## src/rtl/apk_pkg.sv

```systemverilog
package apk_pkg;
    // How the leading run of an address is formed.
    typedef enum logic {
        RUN_ZEROS = 1'b0,
        RUN_ONES  = 1'b1
    } run_kind_e;
endpackage

```

## src/rtl/apk_lead_find.sv

```systemverilog
// Finds the top-based index of the highest 1 in v.
module apk_lead_find #(
    parameter int W  = 32,
    parameter int PW = $clog2(W)
) (
    input  logic [W-1:0]  v,
    output logic [PW-1:0] pos,
    output logic          found
);
    always_comb begin
        pos = '0;
        for (int i = W - 1; i >= 0; i--) begin
            if (v[W-1-i]) pos = PW'(i);
        end
    end
    assign found = |v;
endmodule

```

## src/rtl/apk_trail_find.sv

```systemverilog
// Finds the top-based index of the lowest 1 in v (0 if none).
module apk_trail_find #(
    parameter int W  = 32,
    parameter int PW = $clog2(W)
) (
    input  logic [W-1:0]  v,
    output logic [PW-1:0] pos
);
    always_comb begin
        pos = '0;
        for (int i = 0; i < W; i++) begin
            if (v[W-1-i]) pos = PW'(i);
        end
    end
endmodule

```

## src/rtl/apk_barrel.sv

```systemverilog
// Logarithmic left shifter; shift amounts of W or more give zero.
module apk_barrel #(
    parameter int W  = 32,
    parameter int SW = $clog2(W) + 1
) (
    input  logic [W-1:0]  din,
    input  logic [SW-1:0] amt,
    output logic [W-1:0]  dout
);
    logic [W-1:0] stage [0:SW];
    assign stage[0] = din;

    for (genvar k = 0; k < SW; k++) begin : g_stage
        if ((1 << k) < W) begin : g_shift
            assign stage[k+1] = amt[k] ? (stage[k] << (1 << k)) : stage[k];
        end else begin : g_clear
            assign stage[k+1] = amt[k] ? '0 : stage[k];
        end
    end

    assign dout = stage[SW];
endmodule

```

## src/rtl/ap_key_extractor.sv

```systemverilog
module ap_key_extractor #(
    parameter int W  = 32,
    localparam int PW = $clog2(W),
    localparam int LW = $clog2(W) + 1
) (
    input  logic          clk,
    input  logic          rst,
    input  logic          in_valid,
    input  logic [W-1:0]  in_addr,
    output logic          out_valid,
    output logic [W-1:0]  out_key,
    output logic [LW-1:0] out_mlen,
    output logic          out_msb,
    output logic [LW-1:0] out_aplen,
    output logic [PW-1:0] out_lsset,
    output logic [PW-1:0] out_lsclr,
    output logic          out_nokey
);
    import apk_pkg::*;

    run_kind_e     kind;
    logic [W-1:0]  norm;
    logic [PW-1:0] term_pos;
    logic          term_found;
    logic [PW-1:0] lsset_c;
    logic [PW-1:0] lsclr_c;
    logic [LW-1:0] mlen_c;
    logic [LW-1:0] aplen_c;
    logic [W-1:0]  shifted;
    logic [W-1:0]  key_c;

    assign kind = run_kind_e'(in_addr[W-1]);
    // Normalise so the terminating bit is always the highest 1.
    assign norm = (kind == RUN_ONES) ? ~in_addr : in_addr;

    apk_lead_find #(.W(W), .PW(PW)) u_lead (
        .v     (norm),
        .pos   (term_pos),
        .found (term_found)
    );

    apk_trail_find #(.W(W), .PW(PW)) u_lsset (
        .v   (in_addr),
        .pos (lsset_c)
    );

    apk_trail_find #(.W(W), .PW(PW)) u_lsclr (
        .v   (~in_addr),
        .pos (lsclr_c)
    );

    always_comb begin
        if (term_found) begin
            mlen_c  = LW'(term_pos) + LW'(1);
            aplen_c = LW'(W) - mlen_c;
        end else begin
            mlen_c  = '0;
            aplen_c = '0;
        end
    end

    apk_barrel #(.W(W), .SW(LW)) u_shift (
        .din  (in_addr),
        .amt  (mlen_c),
        .dout (shifted)
    );

    assign key_c = term_found ? shifted : '0;

    always_ff @(posedge clk) begin
        if (rst) begin
            out_valid <= 1'b0;
        end else begin
            out_valid <= in_valid;
        end
    end

    always_ff @(posedge clk) begin
        if (rst) begin
            out_key   <= '0;
            out_mlen  <= '0;
            out_msb   <= 1'b0;
            out_aplen <= '0;
            out_lsset <= '0;
            out_lsclr <= '0;
            out_nokey <= 1'b0;
        end else if (in_valid) begin
            out_key   <= key_c;
            out_mlen  <= mlen_c;
            out_msb   <= in_addr[W-1];
            out_aplen <= aplen_c;
            out_lsset <= lsset_c;
            out_lsclr <= lsclr_c;
            out_nokey <= ~term_found;
        end
    end
endmodule

```

## config.mk

```make
export PLATFORM = sky130hd
export DESIGN_NAME = ap_key_extractor
export DESIGN_NICKNAME = d
export VERILOG_FILES = /design/src/rtl/apk_pkg.sv /design/src/rtl/apk_lead_find.sv /design/src/rtl/apk_trail_find.sv /design/src/rtl/apk_barrel.sv /design/src/rtl/ap_key_extractor.sv
export SDC_FILE = /design/constraint.sdc
export NUM_CORES = 1
export LEC_CHECK = 0
export BUFFER_PORTS_ARGS = -buffer_cell sky130_fd_sc_hd__buf_2
export CAP_MARGIN = 25
export CORE_ASPECT_RATIO = 1.4
export CORE_MARGIN = 4
export CORE_UTILIZATION = 48
export DETAILED_ROUTE_END_ITERATION = 6
export PLACE_DENSITY = 0.7
export SLEW_MARGIN = 20
export SYNTH_ARGS = -nofsm -noshare
export SYNTH_HDL_FRONTEND = slang
export SYNTH_HIERARCHICAL = 1
export SYNTH_SLANG_ARGS = --single-unit
```

## constraint.sdc

```tcl
create_clock -name clk -period 5.4 [get_ports clk]
set_input_delay 0.27 -clock clk [delete_from_list [all_inputs] [get_ports clk]]
set_output_delay 0.27 -clock clk [all_outputs]
set_load 0.02 [all_outputs]
```

==> metrics.txt, run 1 <==
outcome finished, violations left; failing checks DRC; initial antenna violation count 0; vias in the first global route 5,649; clk_lat worst skew 0.30 ns; CTS sink count 56; drt drc 3; largest net degree at the start of global routing 56; Final Hold Viols 0; clock slew at reported path FFs 0.08 ns; DIE AREA 0.0136 mm^2; Setup crit start kind primary input; IO Count 92; Initial DRC Count 483; first-pass GRT wire length 30,100 um; critical path cell sequence buf_2, xor2_1, inv_1, a21oi_1, o21ai_0, a2111oi_0, a221oi_1, buf_4, ha_1, nand3_1, xor2_1, nor2b_1, nor2_1, nand2_1, o22ai_1, a221o_1, a22oi_1, nor2_1; Data required, critical path 5.64 ns; core area 0.0115 mm^2; TritonCTS buffer count 5; share of layout cells above drive strength 1 22.3%; cts hold-fix bufs 0; critical path fanouts, max 33; Min-Delay Path Depth 2; WS Path Type in -> reg; RSZ-0062 raised after global routing false; CTS Root Cell clkbuf_16; worst reg2reg startpoint out_key[30]; Slew Limit Fails 0; CP arrival 4.95 ns; GP Congestion 1.02; row count 46; Post-CTS Resized 0; Synth Instances 698; total gr overflow 0; wire length per cell 20.9 um; CTS tree built; Post-Syn Area 0.00567 mm^2; Initial Util 49.5%; Final setup viols 0; Die W 99.9 um; clock buffer depth 2; number of detailed-route iterations in the first pass 7; number of port buffers 91; Worst Tran Pin Value 0.837 ns; kind of cell adding the most delay to the critical path compound AO/OA/AOI/OAI gates; final wirelength 19,100 um; routed via count 5,848; YS warnings 6; nets 806; TNS Setup 0 ns; Worst Skew 0 ns; syn avg cell area 8.12 um^2; worst slack at placement 0.549 ns; Min-Delay Endpoint out_lsset[0]; R2R cell count 2; MaxCap Viol Count 0; DP HPWL 14,100 um; Chip Height 137 um; # placed instances 905; Buffers & Inverters on Critical Path 3; slowest stage cell, crit path buf_2; critical path endpoint category flop; Hold WS 0.409 ns; H-tree depth 2; Max Freq 0.212 GHz; Total Routing Usage GR 27.8%; reg2reg setup slack 4.65 ns; VDD IR max 123 uV; Pleak 2.89 nW; PwrDens 248 mW/mm^2; Cell Count, Final, Fillers Out 914; # fillers 1,079; Worst Slack Setup Final 0.690 ns; Post-CTS Setup Inserts 0; Reg2Reg Capture Point out_key[30]; crit share post-route 87.2%; Slew HR 44.2%; Critical Path Max Stage Delay 0.64 ns; min-delay src rst; Hold/Removal Path Class in -> reg; Final min period 4.71 ns; DRT antenna net count 0; P&R area growth vs syn 12.3%; Util after Layout 55.6%; DR vias/cell 6.40; Antenna Cells 0
-- worst max path at each step --
stage	from	to	slack, ns	cells past startpoint
2_1_floorplan	in_addr[31]	out_key[22]	1.20	20
3_3_place_gp	in_addr[31]	out_key[17]	0.71	14
3_5_place_dp	in_addr[31]	out_key[31]	0.55	16
4_1_cts	in_addr[31]	out_key[31]	0.84	17
5_1_grt	in_addr[31]	out_key[26]	0.41	17
6_report	in_addr[31]	out_key[28]	0.69	18
-- cell type report --
type                    instances  area (um^2)  share of cell area, %
multi-input cells             544         4110                   64.5
flip-flops and latches         56         1120                   17.6
repair buffers                108          603                   9.47
inverters                      54          203                   3.18
well taps                     144          180                   2.83
clock buffers                   5          125                   1.97
clock inverters                 3         27.5                  0.432
-- per-layer routing --
metal	share of wire (%)	track usage (%)	up-vias	wire, um
met5	0	0	-	0
met1	37	32.4	2737	7080
met3	7.1	4.03	73	1370
met2	51	49.0	325	9740
li1	-	-	2713	-
met4	5.0	14.5	0	960
-- cells in the final DEF (no fill, tap or decap), drive strengths merged, types with 9 or more instances in the layout --
cell / n
a21oi: 22
a22oi: 34
and2: 9
buf: 108
dfxtp: 56
inv: 55
mux2: 11
mux2i: 47
mux4: 32
nand2: 39
nand2b: 9
nand3: 9
nor2: 112
nor2b: 13
nor3: 19
nor4: 16
o21ai: 17
or4: 11
xor2: 34
-- state kept, by name (all words and copies together) (netlist names) --
| register | cells |
|---|---|
| out_lsclr | 5 |
| out_lsset | 5 |
| out_aplen | 5 |
| out_key | 32 |
| out_nokey | 1 |
| out_msb | 1 |
| out_valid | 1 |
| out_mlen | 6 |
-- worst reg2reg max path: cells and delay by family (launching register included) --
kind	cells	cell delay (ns)
simple gates	1	0.15
compound gates	1	0.12
flops	1	0.42
-- stage by stage --
stage               cell area (um^2)  power [mW]
finish                          6370        1.58
floorplan                       5680        1.02
CTS                             6340        1.58
global route                    6370        1.66
global placement                6190        1.22
detailed placement              6190        1.23
-- power by group --
part / leakage (nW) / internal [mW] / switching (mW)
Sequential: 0.462 / 0.453 / 0.0219
Clock: 0.0719 / 0.177 / 0.168
Combinational: 2.36 / 0.310 / 0.449
No activity file was read; power rests on OpenSTA's default activity.
==> run 2, diff against run 1 <==
Settings changed: CTS_BUF_LIST from default to sky130_fd_sc_hd__clkbuf_4.
==> metrics.txt, run 2 (synthesis gave the netlist of run 1 again) <==
outcome finished, violations left; failing checks DRC; largest net degree at the start of global routing 56 (unchanged); DP HPWL 14,100 um (unchanged); min-delay src rst; # placed instances 905 (unchanged); P&R area growth vs syn 10.8%; DIE AREA 0.0136 mm^2 (unchanged); leading cell type in the layout, fill and taps excluded nor2_1; TNS Setup 0 ns (unchanged); wire length per cell 21.0 um (about the same); Antenna Cells 0 (unchanged); Final setup viols 0 (unchanged); global-route met3 utilization 3.88% (-0.15 points); PwrDens 231 mW/mm^2 (-6.8%); RSZ-0062 raised after global routing false; routed via count 5,849 (+0.017%); Worst Slack Setup Final 0.923 ns (+0.233 ns); Switching Fraction 43.5% (+3.1 points); Reg2Reg Capture Point out_key[30]; drt drc 2 (-1); grt met1 use 32.2% (-0.14 points); Worst Tran Pin Value 0.838 ns (+0.00162 ns); TritonCTS buffer count 5 (unchanged); Slew HR 44.1% (-0.11 points); commonest cells after routing, fill and taps aside nor2_1 (112), buf_2 (91), dfxtp_1 (56); Initial Util 49.5% (unchanged); sequential power share 32.8% (+2.7 points); CTS sink count 56 (unchanged); R2R cell count 2 (unchanged); number of detailed-route iterations in the first pass 7 (unchanged); CTS Root Cell clkbuf_4; total gr overflow 0 (unchanged); Hold/Removal Path Class in -> reg; WS Path Type in -> reg; Die W 99.9 um (unchanged); first-pass GRT wire length 30,100 um (about the same); Setup crit start kind primary input; switching pwr 631 uW (-1.1%); Final Hold Viols 0 (unchanged); Data required, critical path 5.77 ns (+0.13 ns); Min-Delay Endpoint out_lsset[0]; worst reg2reg startpoint out_key[30]; Cell Count, Final, Fillers Out 914 (unchanged); H-tree depth 2 (unchanged); core area 0.0115 mm^2 (unchanged); DR vias/cell 6.40 (about the same); grt peak-use layer met2; IO Count 92 (unchanged); crit share post-route 82.9% (-4.3 points); vias in the first global route 5,663 (+0.25%); VDD IR max 107 uV (-13%); clk_lat worst skew 0.41 ns (+0.11 ns); cts hold-fix bufs 0 (unchanged); MaxCap Viol Count 0 (unchanged); Final min period 4.48 ns (-0.233 ns); Post-CTS Setup Inserts 0 (unchanged); Slew Limit Fails 0 (unchanged); Pleak 2.85 nW (-1.3%); CTS tree built; nets 806 (unchanged); Int Pwr 819 uW (-13%); Chip Height 137 um (unchanged); GP Congestion 1.02 (unchanged); Reg with most FFs out_key; Util after Layout 54.8% (-0.76 points); CP arrival 4.85 ns (-0.10 ns); global routing usage on met2 48.7% (-0.22 points); row count 46 (unchanged); clock slew at reported path FFs 0.21 ns (+0.13 ns); number of port buffers 91 (unchanged); Worst Skew 0 ns (unchanged); Max Freq 0.223 GHz (+5.2%); Clock Power Share 14.8% (-7.0 points); Logic pwr share 52.4% (+4.3 points); Initial DRC Count 477 (-1.2%); DRT antenna net count 0 (unchanged); clock buffer depth 2 (unchanged); Post-CTS Resized 0 (unchanged); worst slack at placement 0.549 ns (unchanged); share of layout cells above drive strength 1 22.3% (unchanged); critical path endpoint category flop; reg2reg setup slack 4.65 ns (about the same); Largest register FFs 32 (unchanged); Total Routing Usage GR 27.8% (about the same); Top Registers out_key x32, out_mlen x6; Min-Delay Path Depth 2 (unchanged); critical path fanouts, max 33 (unchanged); initial antenna violation count 0 (unchanged); final wirelength 19,200 um (about the same)
==> run 2: how the worst max path moves through the flow <==
stage,endpoint,cells past startpoint,startpoint,slack [ns]
after floorplan,out_key[22],20,in_addr[31],1.20
after global placement,out_key[17],14,in_addr[31],0.71
after detailed placement,out_key[31],16,in_addr[31],0.55
after CTS,out_key[31],17,in_addr[31],1.01
after global routing,out_key[28],17,in_addr[31],0.53
final,out_key[28],17,in_addr[31],0.92
==> run 2: stage by stage <==
stage	area (um^2)	power [mW]	hold slack [ns]
2_1_floorplan	5680	1.02	0.513
3_3_place_gp	6190	1.22	0.437
3_5_place_dp	6190	1.23	0.451
4_1_cts	6250	1.44	0.363
5_1_grt	6280	1.53	0.285
6_report	6280	1.45	0.270
==> run 2: area by class of cell <==
type,count,area [um^2]
Tap cell,144,180
Clock inverter,3,27.5
Sequential cell,56,1120
Multi-Input combinational cell,544,4110
Fill cell,1082,5170
Inverter,54,203
Timing Repair Buffer,108,603
Clock buffer,5,37.5
==> run 2: critical path, stage by stage <==
cell	delay (ns)
buf_2	0.64
xor2_1	0.25
nor2_1	0.16
o31ai_1	0.09
or4_1	0.50
nor3_2	0.12
a21o_1	0.34
ha_1	0.41
nand3_1	0.14
xor2_1	0.27
nor2b_1	0.10
nor2_1	0.57
nand2_1	0.37
o22ai_1	0.25
a221o_1	0.18
a22oi_1	0.08
nor2_1	0.11
==> run 2: power by group through the flow <==
stage / registers, mW / clock network, mW / logic, mW
after global placement: 0.483 / 0 / 0.735
after global routing: 0.481 / 0.232 / 0.814
after floorplan: 0.531 / 0 / 0.490
after detailed placement: 0.484 / 0 / 0.743
final: 0.476 / 0.215 / 0.760
after CTS: 0.476 / 0.222 / 0.746
==> run 2: layer usage <==
metal / up-vias / wire length (um)
met5: - / 0
met3: 79 / 1270
li1: 2709 / -
met2: 316 / 9700
met1: 2745 / 7210
met4: 0 / 981
==> run 3, diff against run 2 <==
Settings changed: PLACE_DENSITY 0.7 to 0.72.
Clock period 5.4 ns to 4 ns, I/O delays scaled along.
==> metrics.txt, run 3 (synthesis gave the netlist of run 1 again) <==
area of the multi-input gates 0.00411 mm^2 (+0.15%); # fillers 1,064 (-1.7%); Pleak 3.24 nW (+14%); outcome finished, final reports clean; critical path fanouts, max 15 (-55%); core area 0.0115 mm^2 (unchanged); Die W 99.9 um (unchanged); CP arrival 4.01 ns (-0.84 ns); drt drc 0 (-2); share of layout cells above drive strength 1 29.4% (+7.1 points); Largest register FFs 32 (unchanged); Post-CTS Setup Inserts 0 (unchanged); vias in the first global route 6,010 (+6.1%); WS Path Type in -> reg; routed via count 6,200 (+6.0%); FF+latch area 0.00112 mm^2 (unchanged); Util after Layout 60.2% (+5.4 points); Initial DRC Count 512 (+7.3%); clk_lat worst skew 0.39 ns (-0.02 ns); largest net degree at the start of global routing 56 (unchanged); row count 46 (unchanged); Chip Height 137 um (unchanged); PwrDens 297 mW/mm^2 (+29%); Min-Delay Endpoint out_mlen[2]; H-tree depth 2 (unchanged); VDD IR max 150 uV (+40%); R2R cell count 2 (unchanged); Data required, critical path 4.28 ns (-1.49 ns); post-placement cell area 0.00683 mm^2 (+10%); commonest cells after routing, fill and taps aside nor2_1 (112), buf_2 (91), buf_4 (88); initial antenna violation count 0 (unchanged); Slew Limit Fails 0 (unchanged); first-pass GRT wire length 31,500 um (+4.5%); Hold/Removal Path Class in -> reg; Min-Delay Path Depth 3 (+1); worst slack at placement -0.115 ns (-0.664 ns); number of port buffers 91 (unchanged); clock slew at reported path FFs 0.18 ns (-0.03 ns); CTS Root Cell clkbuf_4; Total Routing Usage GR 29.4% (+1.5 points); CTS tree built; Worst Tran Pin Value 1.04 ns (+0.197 ns); P&R area growth vs syn 21.6%; Reg with most FFs out_key; Final setup viols 0 (unchanged); min-delay src in_valid; Antenna Cells 0 (unchanged); Final Hold Viols 0 (unchanged); DIE AREA 0.0136 mm^2 (unchanged); Initial Util 49.5% (unchanged); wire length per cell 20.8 um (-0.71%); Slew HR 31.0% (-13 points); Setup crit start kind primary input; number of detailed-route iterations in the first pass 6 (-1); reg2reg setup slack 3.19 ns (-1.46 ns); critical path endpoint category flop; Max Freq 0.268 GHz; Post-CTS Resized 0 (unchanged); final wirelength 20,600 um (+7.5%); design area 0.00689 mm^2 (+9.8%); Reg2Reg Capture Point out_key[30]; RSZ-0062 raised after global routing false; GP Congestion 0.980 (-4.1%); DP HPWL 15,900 um (+12%); DR vias/cell 6.26 (-2.1%); clock buffer depth 2 (unchanged); Worst Skew 0 ns (unchanged); IO Count 92 (unchanged); Top Registers out_key x32, out_mlen x6; Final min period 3.73 ns; total power 2.05 mW (+41%); MaxCap Viol Count 0 (unchanged); DRT antenna net count 0 (unchanged); crit share post-route 93.2%; Worst Slack Setup Final 0.271 ns (-0.652 ns); worst reg2reg startpoint out_key[30]; nets 882 (+9.4%); cts hold-fix bufs 0 (unchanged); CTS sink count 56 (unchanged); leading cell type in the layout, fill and taps excluded nor2_1; total gr overflow 0 (unchanged); TritonCTS buffer count 5 (unchanged)
[run 3: cell types whose count changed in the layout (fill, tap and decap cells not counted), sizes merged]
cell,delta
buf,+76
[run 3: final cells by class]
type / instances / area share (%)
Inverter: 54 / 2.94
Sequential cell: 56 / 16.3
Clock buffer: 5 / 0.545
Tap cell: 144 / 2.61
Timing Repair Buffer: 184 / 17.6
Clock inverter: 3 / 0.309
Multi-Input combinational cell: 544 / 59.7
[run 3: critical path, stage by stage]
cell       delay (ns)
buf_2            0.20
buf_12           0.19
xor2_1           0.27
nor2b_1          0.17
nor3_1           0.05
o31ai_1          0.23
o2111ai_1        0.18
a221oi_2         0.40
ha_1             0.28
nand3_1          0.11
xor2_1           0.17
nor2b_1          0.50
nor2_1           0.17
nand2_1          0.23
o22ai_1          0.13
a221o_1          0.33
a22oi_1          0.15
nor2_1           0.05
[run 3: metal layers]
layer	global-route usage, %	wire [um]	part of all wire, %	vias to the layer above
met1	31.8	7330	36	2874
li1	-	-	-	2856
met2	52.2	10200	49	357
met3	3.77	1450	7.0	113
met4	20.6	1620	7.9	0
met5	0	0	0	-
[run 3: worst max-delay path by stage]
stage / end / cells past startpoint / startpoint / slack (ns)
final: out_key[28] / 18 / in_addr[31] / 0.27
after global routing: out_key[16] / 16 / in_addr[31] / 0.02
after CTS: out_key[28] / 18 / in_addr[31] / 0.33
after detailed placement: out_key[28] / 18 / in_addr[31] / -0.11
after global placement: out_key[28] / 18 / in_addr[31] / -0.05
after floorplan: out_key[17] / 19 / in_addr[31] / -0.007
[run 3: power breakdown]
part           total, mW  leakage (nW)  switching (mW)  internal (mW)
clock network      0.276        0.0316           0.206         0.0702
registers          0.641         0.462          0.0290          0.613
logic               1.13          2.75           0.632          0.501
[run 3: per-stage QoR]
stage | std cells | TNS (ns) | hold slack, ns
3_3_place_gp | 982 | -0.0459 | 0.439
5_1_grt | 990 | 0 | 0.333
4_1_cts | 990 | 0 | 0.313
3_5_place_dp | 982 | -0.361 | 0.448
2_1_floorplan | 700 | -0.00730 | 0.443
6_report | 990 | 0 | 0.318
